===== config.mk =====
export PLATFORM = sky130hd
export DESIGN_NAME = sio_cfg_port
export DESIGN_NICKNAME = d
export VERILOG_FILES = /design/src/rtl/sio_cfg_pkg.sv /design/src/rtl/sio_cfg_ctrl.sv /design/src/rtl/sio_cfg_bank.sv /design/src/rtl/sio_cfg_port.sv
export SDC_FILE = /design/constraint.sdc
export NUM_CORES = 1
export LEC_CHECK = 0
export ABC_AREA = 0
export BUFFER_PORTS_ARGS = -buffer_cell sky130_fd_sc_hd__clkbuf_2
export CORE_MARGIN = 5
export CORE_UTILIZATION = 55
export DETAILED_ROUTE_END_ITERATION = 8
export GPL_TIMING_DRIVEN = 0
export PLACE_DENSITY = 0.89
export SLEW_MARGIN = 5
export SYNTH_ARGS = -nofsm -noshare
export SYNTH_HDL_FRONTEND = slang
export SYNTH_HIERARCHICAL = 1
export SYNTH_SLANG_ARGS = --single-unit

===== constraint.sdc =====
create_clock -name clk -period 2.71 [get_ports clk]
set_input_delay 0 -clock clk [delete_from_list [all_inputs] [get_ports clk]]
set_output_delay 0 -clock clk [all_outputs]
set_load 0.01 [all_outputs]

===== src/rtl/sio_cfg_pkg.sv =====
package sio_cfg_pkg;

  localparam int BYTE_W = 8;

  localparam logic [7:0] KEY_OPEN  = 8'hA5;
  localparam logic [7:0] KEY_CLOSE = 8'hAA;

  localparam logic [7:0] REG_LDN     = 8'h07;
  localparam logic [7:0] REG_ENABLE  = 8'h30;
  localparam logic [7:0] REG_BASE_HI = 8'h60;
  localparam logic [7:0] REG_BASE_LO = 8'h61;
  localparam logic [7:0] REG_IRQ_NUM = 8'h70;
  localparam logic [7:0] REG_IRQ_TYP = 8'h71;

  typedef enum logic [1:0] {
    LK_SHUT,
    LK_HALF,
    LK_OPEN
  } lockState_t;

  typedef enum logic [3:0] {
    RD_NONE,
    RD_ALLF,
    RD_INDEX,
    RD_LDN,
    RD_EN,
    RD_BHI,
    RD_BLO,
    RD_IRQ,
    RD_TYPE,
    RD_ZERO
  } readSel_t;

  typedef struct packed {
    logic ldnWr;
    logic enWr;
    logic baseHiWr;
    logic baseLoWr;
    logic irqNumWr;
    logic irqTypeWr;
  } cfgStrobe_t;

endpackage


===== src/rtl/sio_cfg_ctrl.sv =====
module sio_cfg_ctrl
  import sio_cfg_pkg::*;
#(
  parameter int NUM_DEV = 2,
  parameter logic [NUM_DEV*8-1:0] DEV_IDS = 16'h0D02
) (
  input  logic               clk,
  input  logic               rstN,
  input  logic               ioWr,
  input  logic               ioRd,
  input  logic               portSel,
  input  logic [BYTE_W-1:0]  wrData,
  output cfgStrobe_t         strobe,
  output logic [NUM_DEV-1:0] devHit,
  output readSel_t           rdSel,
  output logic               open,
  output logic [BYTE_W-1:0]  indexReg,
  output logic [BYTE_W-1:0]  ldnReg
);

  lockState_t lockState, lockNext;
  logic idxWr, datWr;

  assign idxWr = ioWr && !portSel;
  assign datWr = ioWr && portSel;
  assign open  = (lockState == LK_OPEN);

  always_comb begin
    lockNext = lockState;
    unique case (lockState)
      LK_SHUT: if (idxWr && wrData == KEY_OPEN) lockNext = LK_HALF;
      LK_HALF: if (idxWr) lockNext = (wrData == KEY_OPEN) ? LK_OPEN : LK_SHUT;
      LK_OPEN: if (idxWr && wrData == KEY_CLOSE) lockNext = LK_SHUT;
      default: lockNext = LK_SHUT;
    endcase
  end

  always_ff @(posedge clk) begin
    if (!rstN) begin
      lockState <= LK_SHUT;
      indexReg  <= '0;
      ldnReg    <= '0;
    end else begin
      lockState <= lockNext;
      if (open && idxWr && wrData != KEY_CLOSE) indexReg <= wrData;
      if (strobe.ldnWr) ldnReg <= wrData;
    end
  end

  // write strobes toward the datapath
  always_comb begin
    strobe = '0;
    if (open && datWr) begin
      strobe.ldnWr     = (indexReg == REG_LDN);
      strobe.enWr      = (indexReg == REG_ENABLE);
      strobe.baseHiWr  = (indexReg == REG_BASE_HI);
      strobe.baseLoWr  = (indexReg == REG_BASE_LO);
      strobe.irqNumWr  = (indexReg == REG_IRQ_NUM);
      strobe.irqTypeWr = (indexReg == REG_IRQ_TYP);
    end
  end

  for (genvar k = 0; k < NUM_DEV; k++) begin : g_hit
    assign devHit[k] = (ldnReg == DEV_IDS[k*8 +: 8]);
  end

  // read source selection
  always_comb begin
    if (!ioRd)          rdSel = RD_NONE;
    else if (!open)     rdSel = RD_ALLF;
    else if (!portSel)  rdSel = RD_INDEX;
    else begin
      unique case (indexReg)
        REG_LDN:     rdSel = RD_LDN;
        REG_ENABLE:  rdSel = RD_EN;
        REG_BASE_HI: rdSel = RD_BHI;
        REG_BASE_LO: rdSel = RD_BLO;
        REG_IRQ_NUM: rdSel = RD_IRQ;
        REG_IRQ_TYP: rdSel = RD_TYPE;
        default:     rdSel = RD_ZERO;
      endcase
    end
  end

endmodule


===== src/rtl/sio_cfg_bank.sv =====
module sio_cfg_bank
  import sio_cfg_pkg::*;
#(
  parameter int NUM_DEV = 2
) (
  input  logic                   clk,
  input  logic                   rstN,
  input  cfgStrobe_t             strobe,
  input  logic [NUM_DEV-1:0]     devHit,
  input  readSel_t               rdSel,
  input  logic [BYTE_W-1:0]      wrData,
  input  logic [BYTE_W-1:0]      indexReg,
  input  logic [BYTE_W-1:0]      ldnReg,
  output logic [BYTE_W-1:0]      rdData,
  output logic [NUM_DEV-1:0]     devEnable,
  output logic [NUM_DEV*16-1:0]  devIoBase,
  output logic [NUM_DEV*8-1:0]   devIrqNum,
  output logic [NUM_DEV*8-1:0]   devIrqType
);

  logic [BYTE_W-1:0] devByte [NUM_DEV];

  for (genvar k = 0; k < NUM_DEV; k++) begin : g_dev
    logic              enReg;
    logic [BYTE_W-1:0] baseHi, baseLo, irqNum, irqType;

    always_ff @(posedge clk) begin
      if (!rstN) begin
        enReg   <= 1'b0;
        baseHi  <= '0;
        baseLo  <= '0;
        irqNum  <= '0;
        irqType <= '0;
      end else if (devHit[k]) begin
        if (strobe.enWr)      enReg   <= wrData[0];
        if (strobe.baseHiWr)  baseHi  <= wrData;
        if (strobe.baseLoWr)  baseLo  <= wrData;
        if (strobe.irqNumWr)  irqNum  <= wrData;
        if (strobe.irqTypeWr) irqType <= wrData;
      end
    end

    always_comb begin
      unique case (rdSel)
        RD_EN:   devByte[k] = {7'd0, enReg};
        RD_BHI:  devByte[k] = baseHi;
        RD_BLO:  devByte[k] = baseLo;
        RD_IRQ:  devByte[k] = irqNum;
        RD_TYPE: devByte[k] = irqType;
        default: devByte[k] = '0;
      endcase
    end

    assign devEnable[k]            = enReg;
    assign devIoBase[k*16 +: 16]   = {baseHi, baseLo};
    assign devIrqNum[k*8 +: 8]     = irqNum;
    assign devIrqType[k*8 +: 8]    = irqType;
  end

  always_comb begin
    logic [BYTE_W-1:0] bankOr;
    bankOr = '0;
    for (int k = 0; k < NUM_DEV; k++) begin
      if (devHit[k]) bankOr = bankOr | devByte[k];
    end
    unique case (rdSel)
      RD_NONE:  rdData = '0;
      RD_ALLF:  rdData = '1;
      RD_INDEX: rdData = indexReg;
      RD_LDN:   rdData = ldnReg;
      RD_ZERO:  rdData = '0;
      default:  rdData = bankOr;
    endcase
  end

endmodule


===== src/rtl/sio_cfg_port.sv =====
module sio_cfg_port
  import sio_cfg_pkg::*;
#(
  parameter int NUM_DEV = 2,
  parameter logic [NUM_DEV*8-1:0] DEV_IDS = 16'h0D02
) (
  input  logic                  clk,
  input  logic                  rstN,
  input  logic                  ioWr,
  input  logic                  ioRd,
  input  logic                  portSel,
  input  logic [7:0]            wrData,
  output logic [7:0]            rdData,
  output logic                  cfgOpen,
  output logic [NUM_DEV-1:0]    devEnable,
  output logic [NUM_DEV*16-1:0] devIoBase,
  output logic [NUM_DEV*8-1:0]  devIrqNum,
  output logic [NUM_DEV*8-1:0]  devIrqType
);

  cfgStrobe_t         strobe;
  logic [NUM_DEV-1:0] devHit;
  readSel_t           rdSel;
  logic [7:0]         indexReg, ldnReg;

  sio_cfg_ctrl #(.NUM_DEV(NUM_DEV), .DEV_IDS(DEV_IDS)) u_ctrl (
    .clk(clk), .rstN(rstN), .ioWr(ioWr), .ioRd(ioRd), .portSel(portSel),
    .wrData(wrData), .strobe(strobe), .devHit(devHit), .rdSel(rdSel),
    .open(cfgOpen), .indexReg(indexReg), .ldnReg(ldnReg)
  );

  sio_cfg_bank #(.NUM_DEV(NUM_DEV)) u_bank (
    .clk(clk), .rstN(rstN), .strobe(strobe), .devHit(devHit), .rdSel(rdSel),
    .wrData(wrData), .indexReg(indexReg), .ldnReg(ldnReg), .rdData(rdData),
    .devEnable(devEnable), .devIoBase(devIoBase), .devIrqNum(devIrqNum),
    .devIrqType(devIrqType)
  );

endmodule


==> results by group, run 1 <==
Outcome
  • Violated checks: setup timing
  • Status: complete, but fails checks

Layout
  • Inserted Diodes: 0
  • # fillers: 525
  • Final Core Density: 75.7%
  • Nets: 690
  • P&R area growth vs syn: 32.8%
  • Share of cells above drive strength 1: 32.6%

STA
  • Crit path time final: 3.07 ns
  • Setup Skew: 0.00834 ns
  • Max-slew violations: 0
  • Endpoints failing setup: 8
  • RSZ-0062 raised after global routing: true
  • Hold WS: 0.0600 ns
  • Worst-Margin Slew: 0.721 ns
  • Slew HR: 51.9%
  • Final Hold Vio Count: 0
  • Max Freq: 326 MHz
  • Fin worst setup slack: -0.356 ns
  • Period utilization: 113%

Yosys
  • Syn Area/Cell: 8.24 um2
  • Syn Nets: 550
  • Netlist Area Pre-Place: 4430 um2
  • Yosys warnings: 6
  • Cells after Synth: 537

Clock tree
  • TritonCTS Buffers: 9
  • Clock sink count: 84
  • Clk pin slew, worst setup/hold paths: 0.09 ns
  • Clock insertion delay at the later pin of the skew report: 0.36 ns
  • H-tree Lvls: 3
  • CTS tree: yes
  • CTS root buffer: clkbuf_8
  • CTS Buffer Depth: 2

Drt
  • Post-DRT Antenna Nets: 0
  • # DRC: 0
  • Via count: 5,248
  • Met2 Wirelength: 7980 um
  • DRT Pass-1 Iters: 6
  • Routed wl met3: 2050 um
  • M1 WL: 6090 um
  • Routed len/inst: 22.0 um
  • Vias per inst: 6.70
  • Top Layer Used: met4
  • Initial drt markers: 845
  • Final wirelength: 17,200 um

Setup path
  • Req. time, crit path: 2.71 ns
  • Worst r2r src: u_ctrl/ldnReg[7]$_SDFFE_PN0P_
  • Reg-to-reg endpoint: u_bank/g_dev[0].irqType[0]$_SDFFE_PN0P_
  • Critical path class: reg -> out
  • CP endpoint: rdData[4]
  • Crit path from: u_ctrl/indexReg[2]$_SDFFE_PN0P_
  • Startpoint types: register
  • Reg2Reg Depth: 6
  • Worst EP arrival: 3.07 ns
  • Worst setup EP type: output pin
  • Worst Path Max Fanout: 8
  • R2r setup slk: 0.10 ns

Floorplan
  • Die Width: 99.7 um
  • IO Pins: 88
  • Die height: 99.7 um
  • Die area: 9940 um2
  • CORE AREA: 7770 um2
  • Num rows: 32
  • Starting density of the core: 57.0%

Power and ir drop
  • Power per cell area: 400 nW/um2
  • LEAKAGE: 2.21 nW
  • Peak supply drop: 282 uV

Global route
  • Initial antenna violation count: 0
  • First-pass GRT wire length: 25,600 um
  • Gr usage total: 32.6%
  • Largest net degree at the start of global routing: 14
  • Vias in the first global route: 4,929
  • Total grt overflow: 0

Placement
  • Dpl hpwl: 10,400 um
  • Port buffer count: 86
  • RePlAce Congestion: 0.988

Min path
  • Hold WC Path Type: in -> reg

Job
  • Max Cap Viol: 0
==> report_power, final <==
group	switching (mW)	internal (mW)	leakage, nW
Clock	0.458	0.511	0.102
Sequential	0.0000206	1.23	0.681
Combinational	0.0882	0.0647	1.43
Total	0.547	1.80	2.21
==> sequential cells by signal, indices dropped and copies added, names as in the netlist <==
name and count:
u_bank/g_dev.enReg 2, u_ctrl/ldnReg 8, u_bank/g_dev.baseLo 16, u_bank/g_dev.irqNum 16, u_ctrl/lockState 2, u_ctrl/indexReg 8, u_bank/g_dev.irqType 16, u_bank/g_dev.baseHi 16
==> layout by cell type (no fill, tap or decap), types with 3 or more instances in the layout <==
| cell type | instances |
|---|---|
| dfxtp_1 | 76 |
| a22oi_2 | 13 |
| clkinv_2 | 3 |
| nand3b_1 | 3 |
| nand2_1 | 116 |
| a21oi_1 | 14 |
| dfxtp_2 | 4 |
| dlygate4sd3_1 | 11 |
| buf_4 | 29 |
| nand2b_1 | 5 |
| mux2_1 | 7 |
| a22oi_1 | 10 |
| a21oi_2 | 10 |
| nand3_1 | 69 |
| clkbuf_8 | 11 |
| buf_2 | 4 |
| nor2_1 | 5 |
| and4bb_2 | 4 |
| clkbuf_1 | 22 |
| nand4_1 | 4 |
| o22ai_1 | 9 |
| mux2i_1 | 15 |
| dfxtp_4 | 4 |
| a21boi_1 | 67 |
| buf_6 | 13 |
| o32a_1 | 8 |
| clkbuf_2 | 95 |
==> area by class of cell <==
class	count	area, um2	area share (%)
inverters	2	8.76	0.149
flip-flops and latches	84	1700	29.0
clock inverters	5	77.6	1.32
multi-input cells	401	2690	45.7
repair buffers	130	848	14.4
plain buffers	49	299	5.09
clock buffers	10	128	2.17
well taps	102	128	2.17
==> metrics by stage <==
| stage | instances | area [um2] | setup TNS, ns | setup slack, ns | power, mW |
|---|---|---|---|---|---|
| floorplan | 537 | 4430 | 0 | 0.351 | 1.34 |
| global placement | 725 | 4980 | -0.603 | -0.127 | 1.39 |
| detailed placement | 725 | 4980 | -0.885 | -0.143 | 1.39 |
| CTS | 771 | 5710 | -0.216 | -0.0440 | 2.34 |
| global route | 783 | 5880 | -2.52 | -0.361 | 2.40 |
| finish | 783 | 5880 | -2.19 | -0.356 | 2.35 |
==> worst min path at each step <==
stage / end / cells after the start / slack, ns / startpoint
floorplan: u_ctrl/ldnReg[0]$_SDFFE_PN0P_ / 2 / 0.16 / wrData[0]
global placement: u_ctrl/ldnReg[5]$_SDFFE_PN0P_ / 3 / 0.29 / wrData[5]
detailed placement: u_ctrl/ldnReg[6]$_SDFFE_PN0P_ / 3 / 0.30 / wrData[6]
CTS: u_ctrl/lockState[0]$_SDFFE_PN0P_ / 4 / 0.06 / portSel
global route: u_bank/g_dev[0].irqType[2]$_SDFFE_PN0P_ / 2 / 0.08 / rstN
finish: u_bank/g_dev[0].baseHi[4]$_SDFFE_PN0P_ / 2 / 0.06 / rstN
==> critical path, cell delays in order, from the launching register on <==
cell	delay (ns)
dfxtp_2	0.38
nor3_4	0.28
buf_6	0.16
nand4_1	0.12
a21bo_1	0.25
buf_6	0.13
nor4b_4	0.28
buf_4	0.19
buf_6	0.10
o21ai_4	0.05
buf_12	0.17
a21oi_2	0.17
o32a_1	0.26
clkbuf_2	0.17
==> repair_timing <==
item,CTS,global route
hold endpoints to repair,18,0
cloned,2,0
hold buffers,11,0
setup endpoints to repair,8,28
buffers inserted,19,12
gates resized for setup,62,19
pin swaps,26,6
==> per-layer routing <==
metal  vias up  global-route usage [%]
met4         0                    16.6
met3       151                    7.15
li1       2201                       -
met5         -                       0
met2       495                    52.3
met1      2401                    41.0
(Power assumes the default switching activity.)
==> run 2: changes to the inputs <==
--- a/config.mk
+++ b/config.mk
@@ -8,10 +8,10 @@
 export ABC_AREA = 0
 export BUFFER_PORTS_ARGS = -buffer_cell sky130_fd_sc_hd__clkbuf_2
 export CORE_MARGIN = 5
-export CORE_UTILIZATION = 55
+export CORE_UTILIZATION = 52
 export DETAILED_ROUTE_END_ITERATION = 8
 export GPL_TIMING_DRIVEN = 0
-export PLACE_DENSITY = 0.89
+export PLACE_DENSITY = 0.85
 export SLEW_MARGIN = 5
 export SYNTH_ARGS = -nofsm -noshare
 export SYNTH_HDL_FRONTEND = slang
==> run 2 against run 1 <==
- the flow still finishes with violations (setup timing)
- die area rose by 5.2%
- critical path depth down 3
- non-clock buffer count is 15 lower
- wire length down 7.9%
- worst hold slack better by 0.0047 ns
==> results by group, run 2 (synthesized netlist as in run 1, its figures left out) <==
Drt
  • Final wirelength: 15,900 um
  • Routed len/inst: 20.6 um
  • DRT Pass-1 Iters: 6
  • Via count: 4,944
  • Vias per inst: 6.41
  • Post-DRT Antenna Nets: 0
  • Initial drt markers: 625
  • # DRC: 0

Layout
  • Nets: 675
  • Commonest non-fill, non-tap cell in the layout: nand2_1
  • Finished Layout Cells: 771
  • Share of cells above drive strength 1: 33.2%
  • P&R area growth vs syn: 32.3%
  • Final Core Density: 70.9%
  • Inserted Diodes: 0
  • Most frequent cells in the layout: nand2_1 (116), clkbuf_2 (93), dfxtp_1 (75)

Clock tree
  • Clock insertion delay at the later pin of the skew report: 0.35 ns
  • CTS root buffer: clkbuf_8
  • CTS tree: yes
  • Clock sink count: 84
  • Clk pin slew, worst setup/hold paths: 0.08 ns
  • H-tree Lvls: 3
  • TritonCTS Buffers: 9
  • CTS Buffer Depth: 2

Floorplan
  • Die area: 10,500 um2
  • Die height: 102 um
  • CORE AREA: 8260 um2
  • Num rows: 33
  • Starting density of the core: 53.6%
  • Die Width: 102 um
  • IO Pins: 88

Power and ir drop
  • Logic pwr share: 6.3%
  • Sw Ratio: 22.1%
  • Total design power: 2.35 mW
  • Clock Power Share: 41.5%
  • Peak supply drop: 266 uV
  • Design internal power: 1.83 mW
  • Psw: 0.520 mW
  • Power per cell area: 401 nW/um2
  • LEAKAGE: 2.14 nW
  • Reg power frac: 52.2%

STA
  • Setup total negative slack: -0.910 ns
  • Endpoints failing setup: 8
  • Final Hold Vio Count: 0
  • Slew HR: 55.2%
  • RSZ-0062 raised after global routing: true
  • Setup Skew: 0.0103 ns
  • Crit path time final: 2.86 ns
  • Max-slew violations: 0
  • Worst-Margin Slew: 0.666 ns
  • Fin worst setup slack: -0.149 ns
  • Max Freq: 350 MHz
  • Period utilization: 105%

Global route
  • Largest net degree at the start of global routing: 14
  • Busiest grt layer: met2
  • Initial antenna violation count: 0
  • Met2 global-route usage: 45.9%
  • M3 GR Usage: 5.73%
  • Vias in the first global route: 4,577
  • Global routing usage on met1: 39.2%
  • First-pass GRT wire length: 23,700 um
  • Gr usage total: 29.4%
  • Total grt overflow: 0

Placement
  • Post-placement cell count: 728
  • Pre-CTS setup slack: -0.261 ns
  • Dpl hpwl: 10,300 um
  • Port buffer count: 86
  • RePlAce Congestion: 0.964

Min path
  • Hold_sp: portSel
  • Hold path endpoint: u_ctrl/lockState[1]$_SDFFE_PN0P_
  • Hold WC Path Type: in -> reg
  • Worst hold path depth: 4

Outcome
  • Status: complete, but fails checks
  • Violated checks: setup timing

Setup path
  • Req. time, crit path: 2.71 ns
  • Reg2Reg Depth: 8
  • Worst EP arrival: 2.86 ns
  • R2r setup slk: 0.19 ns
  • Worst Path Max Fanout: 5
  • Worst r2r src: u_ctrl/indexReg[0]$_SDFFE_PN0P_
  • Worst setup EP type: output pin
  • Critical path class: reg -> out
  • Reg-to-reg endpoint: u_bank/g_dev[0].irqNum[6]$_SDFFE_PN0P_
  • Startpoint types: register

Job
  • Max Cap Viol: 0
run 2: through the flow:
stage / hold WS (ns) / cell area (um2)
2_1_floorplan: 0.162 / 4430
3_3_place_gp: 0.286 / 4990
6_report: 0.0647 / 5860
3_5_place_dp: 0.296 / 4990
5_1_grt: 0.0654 / 5860
4_1_cts: 0.0560 / 5770
run 2: power by group through the flow:
| stage | logic (mW) | clock network, mW | registers [mW] |
|---|---|---|---|
| 3_3_place_gp | 0.124 | 0 | 1.26 |
| 3_5_place_dp | 0.126 | 0 | 1.26 |
| 2_1_floorplan | 0.0788 | 0 | 1.26 |
| 5_1_grt | 0.152 | 1.05 | 1.23 |
| 6_report | 0.147 | 0.975 | 1.23 |
| 4_1_cts | 0.142 | 0.985 | 1.23 |
run 2: worst max-delay path by stage:
| stage | startpoint | cells after the start | to |
|---|---|---|---|
| floorplan | u_ctrl/indexReg[5]$_SDFFE_PN0P_ | 10 | rdData[2] |
| global placement | u_ctrl/indexReg[5]$_SDFFE_PN0P_ | 11 | rdData[4] |
| detailed placement | u_ctrl/indexReg[5]$_SDFFE_PN0P_ | 11 | rdData[4] |
| CTS | u_ctrl/indexReg[6]$_SDFFE_PN0P_ | 12 | rdData[0] |
| global route | u_ctrl/indexReg[7]$_SDFFE_PN0P_ | 10 | rdData[3] |
| finish | u_ctrl/indexReg[7]$_SDFFE_PN0P_ | 10 | rdData[4] |
run 2: cell type report:
class	instances	area (um2)
plain buffers	47	290
inverters	2	8.76
clock inverters	4	73.8
flip-flops and latches	84	1710
multi-input cells	401	2730
clock buffers	11	141
well taps	105	131
fillers	624	2400
repair buffers	117	772
run 2: critical path, stage by stage (launching register included):
cell	delay [ns]
dfxtp_4	0.38
nor4b_4	0.34
nand2_1	0.13
a41oi_2	0.24
buf_6	0.17
buf_8	0.13
mux2_4	0.30
a22oi_2	0.19
a21oi_2	0.10
o32a_1	0.38
buf_2	0.15
run 2: repair_timing:
action / in CTS / in global routing
gates cloned: 3 / 1
hold buffers: 9 / 0
setup buffers: 18 / 2
endpoints found under the setup margin: 8 / 41
gates resized for setup: 68 / 31
endpoints found under the hold margin: 18 / 0
pin swaps: 32 / 15
run 2: metal layers:
layer | vias to the layer above | share of wire (%)
met1 | 2308 | 38
met5 | - | 0
li1 | 2175 | -
met4 | 0 | 5.4
met3 | 83 | 11
met2 | 378 | 46
